`src/rtl/sched_pkg.sv`:
```
package sched_pkg;

   typedef enum logic [1:0] {
      OP_NOP   = 2'b00,
      OP_PEND  = 2'b01,
      OP_FREE  = 2'b10,
      OP_HOLD  = 2'b11
   } sched_op_e;

   typedef enum logic {
      DONE_PEND = 1'b0,
      DONE_FREE = 1'b1
   } done_act_e;

endpackage

```
`src/rtl/sched_events.sv`:
```
module sched_events
   import sched_pkg::*;
#(
   parameter int NT  = 16,
   parameter int NTH = 9,
   parameter int NF  = 4,
   parameter int TW  = 4,
   parameter int SW  = 4
) (
   input  logic          clk,
   input  logic          rst_n,
   input  logic [1:0]    cmd_op,
   input  logic [TW-1:0] cmd_task,
   input  logic [NTH-1:0] thr_done,
   input  logic [NF-1:0] fifo_ne,
   input  logic          bind_we,
   input  logic          bind_fifo,
   input  logic [SW-1:0] bind_sel,
   input  logic [TW-1:0] bind_task,
   input  logic          bind_act,
   input  logic          bind_en,
   output logic [NT-1:0] set_pend,
   output logic [NT-1:0] set_free,
   output logic [NT-1:0] set_hold
);

   function automatic logic [NT-1:0] dec(input logic [TW-1:0] t);
      return NT'(1) << t;
   endfunction

   logic [TW-1:0] thr_tgt_q  [NTH];
   done_act_e     thr_act_q  [NTH];
   logic [NTH-1:0] thr_en_q;
   logic [TW-1:0] fifo_tgt_q [NF];
   logic [NF-1:0] fifo_en_q;

   // binding table for thread completions
   for (genvar t = 0; t < NTH; t++) begin : g_thr
      always_ff @(posedge clk) begin
         if (!rst_n) begin
            thr_tgt_q[t] <= '0;
            thr_act_q[t] <= DONE_PEND;
            thr_en_q[t]  <= 1'b0;
         end else if (bind_we && !bind_fifo && bind_sel == SW'(t)) begin
            thr_tgt_q[t] <= bind_task;
            thr_act_q[t] <= done_act_e'(bind_act);
            thr_en_q[t]  <= bind_en;
         end
      end
   end

   // binding table for FIFO consumers
   for (genvar f = 0; f < NF; f++) begin : g_fifo
      always_ff @(posedge clk) begin
         if (!rst_n) begin
            fifo_tgt_q[f] <= '0;
            fifo_en_q[f]  <= 1'b0;
         end else if (bind_we && bind_fifo && bind_sel == SW'(f)) begin
            fifo_tgt_q[f] <= bind_task;
            fifo_en_q[f]  <= bind_en;
         end
      end
   end

   always_comb begin
      set_pend = '0;
      set_free = '0;
      set_hold = '0;
      unique case (sched_op_e'(cmd_op))
         OP_PEND: set_pend = dec(cmd_task);
         OP_FREE: set_free = dec(cmd_task);
         OP_HOLD: set_hold = dec(cmd_task);
         default: ;
      endcase
      for (int t = 0; t < NTH; t++) begin
         if (thr_done[t] && thr_en_q[t]) begin
            if (thr_act_q[t] == DONE_FREE) set_free = set_free | dec(thr_tgt_q[t]);
            else                           set_pend = set_pend | dec(thr_tgt_q[t]);
         end
      end
      for (int f = 0; f < NF; f++) begin
         if (fifo_ne[f] && fifo_en_q[f]) set_pend = set_pend | dec(fifo_tgt_q[f]);
      end
   end

endmodule

```
`src/rtl/sched_flags.sv`:
```
module sched_flags #(
   parameter int NT = 16
) (
   input  logic          clk,
   input  logic          rst_n,
   input  logic [NT-1:0] set_pend,
   input  logic [NT-1:0] set_free,
   input  logic [NT-1:0] set_hold,
   input  logic [NT-1:0] clr_pend,
   output logic [NT-1:0] pend_q,
   output logic [NT-1:0] hold_q
);

   always_ff @(posedge clk) begin
      if (!rst_n) begin
         pend_q <= '0;
         hold_q <= '0;
      end else begin
         pend_q <= (pend_q & ~clr_pend) | set_pend;
         hold_q <= (hold_q & ~set_free) | set_hold;
      end
   end


   hold_wins_chk: assert property (@(posedge clk) disable iff (!rst_n)
      (set_hold != '0) |=> ((hold_q & $past(set_hold)) == $past(set_hold)));


   pend_sticks_chk: assert property (@(posedge clk) disable iff (!rst_n)
      (set_pend != '0) |=> ((pend_q & $past(set_pend)) == $past(set_pend)));

endmodule

```
`src/rtl/sched_pick.sv`:
```
module sched_pick #(
   parameter int NT      = 16,
   parameter int TW      = 4,
   parameter bit PRIO_EN = 1'b1
) (
   input  logic [NT-1:0] elig,
   input  logic [NT-1:0] prio,
   output logic          valid,
   output logic [TW-1:0] idx
);

   logic [NT-1:0] cand [2];
   logic          hit  [2];
   logic [TW-1:0] pos  [2];

   assign cand[0] = elig & prio;
   assign cand[1] = elig;

   for (genvar c = 0; c < 2; c++) begin : g_find
      always_comb begin
         hit[c] = 1'b0;
         pos[c] = '0;
         for (int i = NT - 1; i >= 0; i--) begin
            if (cand[c][i]) begin
               hit[c] = 1'b1;
               pos[c] = TW'(i);
            end
         end
      end
   end

   if (PRIO_EN) begin : g_two_class
      assign valid = hit[1];
      assign idx   = hit[0] ? pos[0] : pos[1];
   end else begin : g_flat
      logic unused_urgent;
      assign unused_urgent = hit[0] ^ (|pos[0]);
      assign valid = hit[1];
      assign idx   = pos[1];
   end

endmodule

```
`src/rtl/task_sched.sv`:
```
module task_sched
   import sched_pkg::*;
#(
   parameter int NUM_TASKS   = 16,
   parameter int NUM_THREADS = 9,
   parameter int NUM_FIFOS   = 4,
   parameter bit PRIO_EN     = 1'b1,
   localparam int TW   = $clog2(NUM_TASKS),
   localparam int MAXU = (NUM_THREADS > NUM_FIFOS) ? NUM_THREADS : NUM_FIFOS,
   localparam int SW   = (MAXU > 1) ? $clog2(MAXU) : 1
) (
   input  logic                   clk,
   input  logic                   rst_n,
   input  logic [1:0]             cmd_op,
   input  logic [TW-1:0]          cmd_task,
   input  logic [NUM_THREADS-1:0] thr_done,
   input  logic [NUM_FIFOS-1:0]   fifo_ne,
   input  logic [NUM_TASKS-1:0]   prio_mask,
   input  logic                   bind_we,
   input  logic                   bind_fifo,
   input  logic [SW-1:0]          bind_sel,
   input  logic [TW-1:0]          bind_task,
   input  logic                   bind_act,
   input  logic                   bind_en,
   input  logic                   task_done,
   output logic                   launch,
   output logic [TW-1:0]          task_idx,
   output logic                   busy
);

   if (NUM_TASKS < 2 || NUM_TASKS > 64) begin : g_bad_tasks
      $error("task_sched: NUM_TASKS must lie in 2..64");
   end
   if (NUM_THREADS < 1 || NUM_FIFOS < 1) begin : g_bad_src
      $error("task_sched: at least one thread and one FIFO are required");
   end

   function automatic logic [NUM_TASKS-1:0] dec(input logic [TW-1:0] t);
      return NUM_TASKS'(1) << t;
   endfunction

   logic [NUM_TASKS-1:0] set_pend, set_free, set_hold, clr_pend;
   logic [NUM_TASKS-1:0] pend_q, hold_q, elig;
   logic                 pick_valid, do_launch;
   logic [TW-1:0]        pick_idx;
   logic                 busy_q, launch_q;
   logic [TW-1:0]        idx_q;

   sched_events #(
      .NT(NUM_TASKS), .NTH(NUM_THREADS), .NF(NUM_FIFOS), .TW(TW), .SW(SW)
   ) u_events (
      .clk(clk), .rst_n(rst_n),
      .cmd_op(cmd_op), .cmd_task(cmd_task),
      .thr_done(thr_done), .fifo_ne(fifo_ne),
      .bind_we(bind_we), .bind_fifo(bind_fifo), .bind_sel(bind_sel),
      .bind_task(bind_task), .bind_act(bind_act), .bind_en(bind_en),
      .set_pend(set_pend), .set_free(set_free), .set_hold(set_hold)
   );

   sched_flags #(.NT(NUM_TASKS)) u_flags (
      .clk(clk), .rst_n(rst_n),
      .set_pend(set_pend), .set_free(set_free), .set_hold(set_hold),
      .clr_pend(clr_pend), .pend_q(pend_q), .hold_q(hold_q)
   );

   assign elig = pend_q & ~hold_q;

   sched_pick #(.NT(NUM_TASKS), .TW(TW), .PRIO_EN(PRIO_EN)) u_pick (
      .elig(elig), .prio(prio_mask), .valid(pick_valid), .idx(pick_idx)
   );

   assign do_launch = !busy_q && pick_valid;
   assign clr_pend  = do_launch ? dec(pick_idx) : '0;

   always_ff @(posedge clk) begin
      if (!rst_n) begin
         busy_q   <= 1'b0;
         launch_q <= 1'b0;
         idx_q    <= '0;
      end else begin
         launch_q <= do_launch;
         if (do_launch) begin
            busy_q <= 1'b1;
            idx_q  <= pick_idx;
         end else if (task_done) begin
            busy_q <= 1'b0;
         end
      end
   end

   assign launch   = launch_q;
   assign task_idx = idx_q;
   assign busy     = busy_q;


   single_strobe_chk: assert property (@(posedge clk) disable iff (!rst_n)
      launch |=> !launch);


   launched_eligible_chk: assert property (@(posedge clk) disable iff (!rst_n)
      launch |-> (($past(elig) & dec(task_idx)) != '0));


   idle_before_launch_chk: assert property (@(posedge clk) disable iff (!rst_n)
      launch |-> !$past(busy));


   done_frees_chk: assert property (@(posedge clk) disable iff (!rst_n)
      (busy && task_done && !launch) |=> !busy);


   busy_rise_chk: assert property (@(posedge clk) disable iff (!rst_n)
      $rose(busy) |-> launch);


   urgent_first_chk: assert property (@(posedge clk) disable iff (!rst_n)
      (launch && PRIO_EN && (($past(elig) & $past(prio_mask)) != '0))
         |-> (($past(prio_mask) & dec(task_idx)) != '0));

endmodule

```
`config.mk`:
```
export PLATFORM = sky130hd
export DESIGN_NAME = task_sched
export DESIGN_NICKNAME = d
export VERILOG_FILES = /design/src/rtl/sched_pkg.sv /design/src/rtl/sched_events.sv /design/src/rtl/sched_flags.sv /design/src/rtl/sched_pick.sv /design/src/rtl/task_sched.sv
export SDC_FILE = /design/constraint.sdc
export NUM_CORES = 1
export LEC_CHECK = 0
export BUFFER_PORTS_ARGS = -buffer_cell sky130_fd_sc_hd__buf_2
export CORE_MARGIN = 5
export CORE_UTILIZATION = 56
export DETAILED_ROUTE_END_ITERATION = 8
export PLACE_DENSITY = 0.86
export SLEW_MARGIN = 20
export SYNTH_ARGS = -nofsm -noshare
export SYNTH_HDL_FRONTEND = slang
export SYNTH_HIERARCHICAL = 1
export SYNTH_SLANG_ARGS = --single-unit
export TNS_END_PERCENT = 5
```
`constraint.sdc`:
```
create_clock -name clk -period 2.76 [get_ports clk]
set_clock_uncertainty 0.1 [all_clocks]
set_input_delay 0.276 -clock clk [delete_from_list [all_inputs] [get_ports clk]]
set_output_delay 0.276 -clock clk [all_outputs]
set_load 0.005 [all_outputs]
```
**After elaboration in Yosys (flattened, before gate mapping)**

Memory sizes are Yosys's and may differ from the RTL's.
Cells that the tools add are included.

- Logic and storage cells: 306
- RAM bits: 61
- Bits in registers: 51
- Output and inout port bits: 6
- Input port bits: 50
- Memories: 3

- Eq/ne operators: 11
- Reductions and logical operators: 33
- Multiplexer cells: 173
- Bitwise gates (word level): 53
- Shifts and indexed selects: 15

Memory list:

| memory | words | bits a word | read ports | clocked after Yosys merged registers in | write ports | line | RTL |
|---|---|---|---|---|---|---|---|
| u_events.thr_tgt_q | 9 | 4 | 9 | 0 | 9 | sched_events.sv:31 | `logic [TW-1:0] thr_tgt_q [NTH];` |
| u_events.fifo_tgt_q | 4 | 4 | 4 | 0 | 4 | sched_events.sv:34 | `logic [TW-1:0] fifo_tgt_q [NF];` |
| u_events.thr_act_q | 9 | 1 | 9 | 0 | 9 | sched_events.sv:32 | `done_act_e thr_act_q [NTH];` |

Operators with widths:

| kind | number |
|---|---|
| $mux W16 | 44 |
| $or A16 B16 Y16 | 24 |
| $shl A1 B4 Y16 const A | 15 |
| $mux W4 | 46 |
| $mux W1 | 83 |
| $and A16 B16 Y16 | 4 |
| $not A16 Y16 | 3 |
| $logic_and A1 B1 Y1 | 29 |
| $or A1 B1 Y1 | 22 |
| $eq A4 B3 Y1 const B | 4 |
| $eq A4 B2 Y1 const B | 2 |
| $eq A2 B2 Y1 const B | 2 |
| $eq A4 B1 Y1 const B | 1 |
| $eq A4 B4 Y1 const B | 1 |
| $logic_not A4 Y1 | 1 |
| $eq A2 B1 Y1 const B | 1 |
| $logic_not A1 Y1 | 2 |
| $reduce_bool A2 Y1 | 1 |

**Longest topological paths before layout**

- Depth after elaboration: 38
- Mapped depth: 10
- Gate-level depth less buffers: 10

**Modules after synthesis**

The synthesis kept the hierarchy.

Modules (own cells, without submodules):

| module | cells each | area each (µm²) | times used | sequential area each (µm²) |
|---|---|---|---|---|
| sched_events | 818 | 6152.2 | 1 | 2082.0 |
| sched_flags | 99 | 1114.8 | 1 | 640.6 |
| task_sched | 63 | 456.7 | 1 | 120.1 |
| sched_pick | 70 | 440.4 | 1 | 0.0 |

**Worst setup path after synthesis**

No wires, ideal clock.

- Path type: reg2reg
- Start point: register u_flags.pend_q[12]
- End point: register u_flags.pend_q[0]
- Setup slack: 0.206 ns
- Cell stages (with the launch flop): 11
- Setup time: 0.115 ns
- Path buffers: 0
- Arrival time: 2.339 ns
- Period minus slack after synthesis: 2.554 ns
- Required time: 2.545 ns
- Path through: dfxtp_1 > nor2b_1 > a22o_1 > o21ai_1 > a222oi_1 > o21ai_1 > a32o_1 > or4b_4 > nor3_2 > nor2b_1 > o21a_1

- Word-level cells in the longest chain between the ends: 21
- Elaborated cells between the ends (all ways): 61
- Classes of those cells: shift (1); mux (54); bitwise (5); reduce/logical (1)

RTL lines:

| what | line | RTL |
|---|---|---|
| start: declaration | sched_flags.sv:10 | `output logic [NT-1:0] pend_q,` |
| start signal: assignment | sched_flags.sv:19 | `pend_q <= (pend_q & ~clr_pend) \| set_pend;` |
| $and A16 B16 Y16 * | task_sched.sv:66 | `assign elig = pend_q & ~hold_q;` |
| via elig[12] | task_sched.sv:43 | `logic [NUM_TASKS-1:0] pend_q, hold_q, elig;` |
| $and A16 B16 Y16 | sched_pick.sv:16 | `assign cand[0] = elig & prio;` |
| $mux W4 / $mux W1 (equally long branches) (13 in series) | sched_pick.sv:24 | `if (cand[c][i]) begin` |
| $mux W4 * | sched_pick.sv:34 | `assign idx = hit[0] ? pos[0] : pos[1];` |
| via pick_idx[1] | task_sched.sv:45 | `logic [TW-1:0] pick_idx;` |
| $shl A1 B4 Y16 * | task_sched.sv:39 | `return NUM_TASKS'(1) << t;` |
| $mux W16 * | task_sched.sv:73 | `assign clr_pend = do_launch ? dec(pick_idx) : '0;` |
| via clr_pend[0] | task_sched.sv:42 | `logic [NUM_TASKS-1:0] set_pend, set_free, set_hold, clr_pend;` |
| $not A16 Y16 * | sched_flags.sv:19 |  |
| $and A16 B16 Y16 * | sched_flags.sv:19 |  |
| $or A16 B16 Y16 * | sched_flags.sv:19 |  |

Mark *: on every way through the listed nets, which the timed path passes. The rest lies on a longest branch.
A chain may end at the register's enable or synchronous reset.

**Worst setup path in the final report**

- Start point: register u_flags.pend_q[15]
- End point: register u_flags.pend_q[0]

- Word-level cells in the longest chain between the ends: 24
- Elaborated cells between the ends (all ways): 73
- Classes of those cells: shift (1); mux (66); bitwise (5); reduce/logical (1)

RTL lines:

| what | line |
|---|---|
| $and A16 B16 Y16 * | task_sched.sv:66 |
| via elig[15] | task_sched.sv:43 |
| $and A16 B16 Y16 | sched_pick.sv:16 |
| $mux W4 / $mux W1 (equally long branches) (16 in series) | sched_pick.sv:24 |
| $mux W4 * | sched_pick.sv:34 |
| via pick_idx[1] | task_sched.sv:45 |
| $shl A1 B4 Y16 * | task_sched.sv:39 |
| $mux W16 * | task_sched.sv:73 |
| via clr_pend[0] | task_sched.sv:42 |
| $not A16 Y16 * | sched_flags.sv:19 |
| $and A16 B16 Y16 * | sched_flags.sv:19 |
| $or A16 B16 Y16 * | sched_flags.sv:19 |

Marks and branches as above.

==> impl_metrics.env <==
export IMPL_antennaDiodeCount=0
export IMPL_cts_sinks=112
export IMPL_hold_violations=0
export IMPL_synth_ff_type="edfxtp_1"
export IMPL_drtIter0Drc=1989
export IMPL_worst_setup_path_type="flip-flop to flip-flop"
export IMPL_dp_cells=1288
export IMPL_ys_async_sr_fraction_pct=0
export IMPL_hp_class="input pin to flip-flop"
export IMPL_setup_viol=0
export IMPL_min_to="busy"
export IMPL_failed_checks="DRC"
export IMPL_status="finished, violations left"
export IMPL_gp_congestion=1.170
export IMPL_arrival_ns=2.87
export IMPL_avgSynthCellArea_um2=7.775
export IMPL_start_util_pct=56.60
export IMPL_fmax_mhz=369.2
export IMPL_powerDensity_mw_per_mm2=434.3
export IMPL_drc_errors=31
export IMPL_place_hpwl_um=28700
export IMPL_fin_cells=1304
export IMPL_max_slew_margin_pct=36.65
export IMPL_drv_cap=0
export IMPL_ys_warn_count=6
export IMPL_vias_per_cell=7.342
export IMPL_power_mw=3.963
export IMPL_cp_max_fo=4
export IMPL_drt_pre_antenna_iters=9
export IMPL_wire_per_inst_um=28.78
export IMPL_synth_edf_count=60
export IMPL_area_delta_synth_final_pct=11.77
export IMPL_synth_cell_types=67
export IMPL_tightest_slew_ns=0.9403
export IMPL_syn_num_nets=1100
export IMPL_cts_tree="yes"
export IMPL_r2r_start="u_flags/pend_q[15]"
export IMPL_min_period_ns=2.709
export IMPL_ant_nets=0
export IMPL_crit_required_ns=2.93
export IMPL_worst_r2r_cell_count=10
export IMPL_num_rows=44
export IMPL_io_pins=56
export IMPL_die_x_um=130.7
export IMPL_end_kind="flip-flop"
export IMPL_clkLatencyLatePin_ns=0.38
export IMPL_fin_nets=1165
export IMPL_startpoint="u_flags/pend_q[15]"
export IMPL_fin_crit_sh_pct=98.14
export IMPL_r2r_setup_slack_ns=0.05
export IMPL_drive_above_1_share_pct=13.04
export IMPL_vias=9574
export IMPL_min_from="task_done"
export IMPL_path_clk_slew_ns=0.08
export IMPL_cts_buffers_inserted=9
export IMPL_fin_tns_setup_ns=0
export IMPL_dieHeight_um=130.7
export IMPL_synthCells=1050
export IMPL_ys_seq_area_share_pct=34.82
export IMPL_grt_pass1_wl_um=54520
export IMPL_clockBufferDepth=2
export IMPL_syn_area_mm2=0.008164
export IMPL_grtUsageTotal_pct=43.69
export IMPL_routed_wl_um=37530
export IMPL_worst_slack_ns=0.05126
export IMPL_grt_overflow_total=0
export IMPL_portBuffers=55
export IMPL_timing_rr_end="u_flags/pend_q[0]"
export IMPL_die_area_mm2=0.01709
export IMPL_rsz0062_at_grt="yes"
export IMPL_cts_root_buf="clkbuf_16"
export IMPL_h_tree_depth=3
export IMPL_hold_buffers=0
export IMPL_postLayoutCellArea_mm2=0.009125
export IMPL_slew_viol_final=0
export IMPL_p_leak_nw=3.306
export IMPL_coreArea_mm2=0.01442
export IMPL_ir_worst_vdd_mv=0.4385
export IMPL_start_kind="flip-flop"
export IMPL_antenna_found_initial=1
export IMPL_pre_cts_ws_ns=0.09289
export IMPL_first_global_vias=8808
export IMPL_place_area_mm2=0.008775
export IMPL_grt_max_degree=43
export IMPL_worstHoldPathCells=3
export IMPL_ys_ff_latch=112
==> routing by layer <==
layer / vias to the layer above / global-route usage, % / wire [um] / part of all wire, %
met4: 2 / 27.16 / 3216 / 8.6
met5: - / 0 / 23 / 0.061
li1: 4036 / - / - / -
met3: 277 / 17.24 / 5768 / 15
met2: 917 / 64.52 / 15510 / 41
met1: 4342 / 53.46 / 13010 / 35
==> layout make-up <==
cell class | count | area, um^2
clock buffer | 9 | 225.2
clock inverter | 7 | 98.84
inverter | 22 | 82.58
timing repair buffer | 92 | 553.0
fill | 1272 | 5299
multi-input combinational | 878 | 5092
sequential | 112 | 2843
tap | 184 | 230.2
==> power breakdown <==
group	internal (mW)	total (mW)	switching, mW
Combinational	0.201	0.615	0.415
Sequential	1.82	1.90	0.0806
Clock	0.683	1.45	0.763
Total	2.71	3.96	1.26
==> cells by family (layout without fill, tap and decap cells) <==
| kind of cell | Yosys count | in the layout | share of synthesized area (%) |
|---|---|---|---|
| multiplexers | 4 | 4 | 0.4904 |
| AND/OR/NAND/NOR | 602 | 602 | 38.99 |
| buffers and inverters | 60 | 130 | 3.126 |
| AO/OA/AOI/OAI | 272 | 272 | 22.57 |
| flip-flops | 112 | 112 | 34.82 |
==> sequential cells by signal, indices dropped and copies added (netlist names) <==
register,flops
u_flags/pend_q,16
u_events/thr_en_q,9
u_events/thr_tgt_q,36
u_flags/hold_q,16
u_events/thr_act_q,9
u_events/fifo_en_q,4
launch,1
busy,1
u_events/fifo_tgt_q,16
task_idx,4
==> cells in the final DEF, fill, tap and decap left out, types with 5 or more instances in the layout <==
| master | synthesis | routed |
|---|---|---|
| nand3_1 | 40 | 40 |
| nor2b_2 | 1 | 5 |
| and2_1 | 62 | 62 |
| a22oi_1 | 7 | 7 |
| nor4_1 | 17 | 17 |
| inv_1 | 22 | 22 |
| clkbuf_16 | 0 | 9 |
| and3_1 | 5 | 5 |
| nor3_1 | 41 | 39 |
| nand3b_1 | 5 | 5 |
| and3b_1 | 11 | 11 |
| o22ai_1 | 131 | 131 |
| o21a_1 | 33 | 33 |
| nand4_1 | 10 | 10 |
| o21ai_0 | 35 | 35 |
| edfxtp_1 | 60 | 60 |
| nand2_1 | 132 | 132 |
| nand2b_1 | 47 | 47 |
| buf_2 | 3 | 55 |
| dfxtp_1 | 52 | 52 |
| buf_4 | 1 | 37 |
| or4_1 | 6 | 6 |
| nand4b_1 | 5 | 5 |
| nor2b_1 | 66 | 62 |
| o32ai_1 | 14 | 14 |
| nor2_1 | 111 | 111 |
| a21oi_1 | 5 | 5 |
| or2_2 | 20 | 20 |
==> worst max-delay path, stage by stage (launching register included) <==
cell	delay [ns]
dfxtp_1	0.31
nor2b_1	0.15
a22oi_1	0.28
o21ai_1	0.10
a222oi_1	0.37
o21ai_1	0.13
a32o_1	0.23
or4b_4	0.57
nor3_2	0.14
nor2b_1	0.07
o21a_1	0.16
==> synth_stat cells (4+ instances only) <==
cell type | count | area [um^2]
a2111oi_0 | 4 | 35.03
a211oi_1 | 4 | 30.03
a21oi_1 | 5 | 25.02
a22oi_1 | 7 | 52.55
a31oi_1 | 4 | 25.02
a32o_1 | 4 | 40.04
and2_1 | 62 | 387.9
and3_1 | 5 | 31.28
and3b_1 | 11 | 96.34
clkbuf_1 | 31 | 116.4
dfxtp_1 | 52 | 1041
edfxtp_1 | 60 | 1802
inv_1 | 22 | 82.58
mux2i_1 | 4 | 40.04
nand2_1 | 132 | 495.5
nand2b_1 | 47 | 294.0
nand3_1 | 40 | 200.2
nand3b_1 | 5 | 37.54
nand4_1 | 10 | 62.56
nand4b_1 | 5 | 43.79
nor2_1 | 111 | 416.7
nor2b_1 | 66 | 412.9
nor3_1 | 41 | 205.2
nor4_1 | 17 | 106.4
o21a_1 | 33 | 247.7
o21ai_0 | 35 | 175.2
o221ai_1 | 4 | 35.03
o22ai_1 | 131 | 819.5
o31ai_1 | 4 | 30.03
o32ai_1 | 14 | 122.6
or2_2 | 20 | 125.1
or4_1 | 6 | 45.04
==> through the flow <==
step	util (%)	hold slack, ns
5_1_grt	63.26	0.07298
6_report	63.26	0.06383
2_1_floorplan	-	0.2846
4_1_cts	63.08	0.05853
3_3_place_gp	60.83	0.3395
3_5_place_dp	60.83	0.3457
==> worst max path at each step <==
| stage | to | slack, ns | cells after the start |
|---|---|---|---|
| 5_1_grt | u_flags/pend_q[0] | -0.02 | 10 |
| 4_1_cts | u_flags/pend_q[0] | 0.06 | 9 |
| 3_5_place_dp | u_flags/pend_q[0] | 0.09 | 10 |
| 3_3_place_gp | u_flags/pend_q[0] | 0.17 | 10 |
| 6_report | u_flags/pend_q[0] | 0.05 | 10 |
| 2_1_floorplan | u_flags/pend_q[0] | 0.21 | 10 |
==> timing repair <==
item                       in CTS  in global routing
setup endpoints to repair       0                 16
gates resized for setup         0                  7
buffers inserted                0                  0
(Power assumes the default switching activity.)
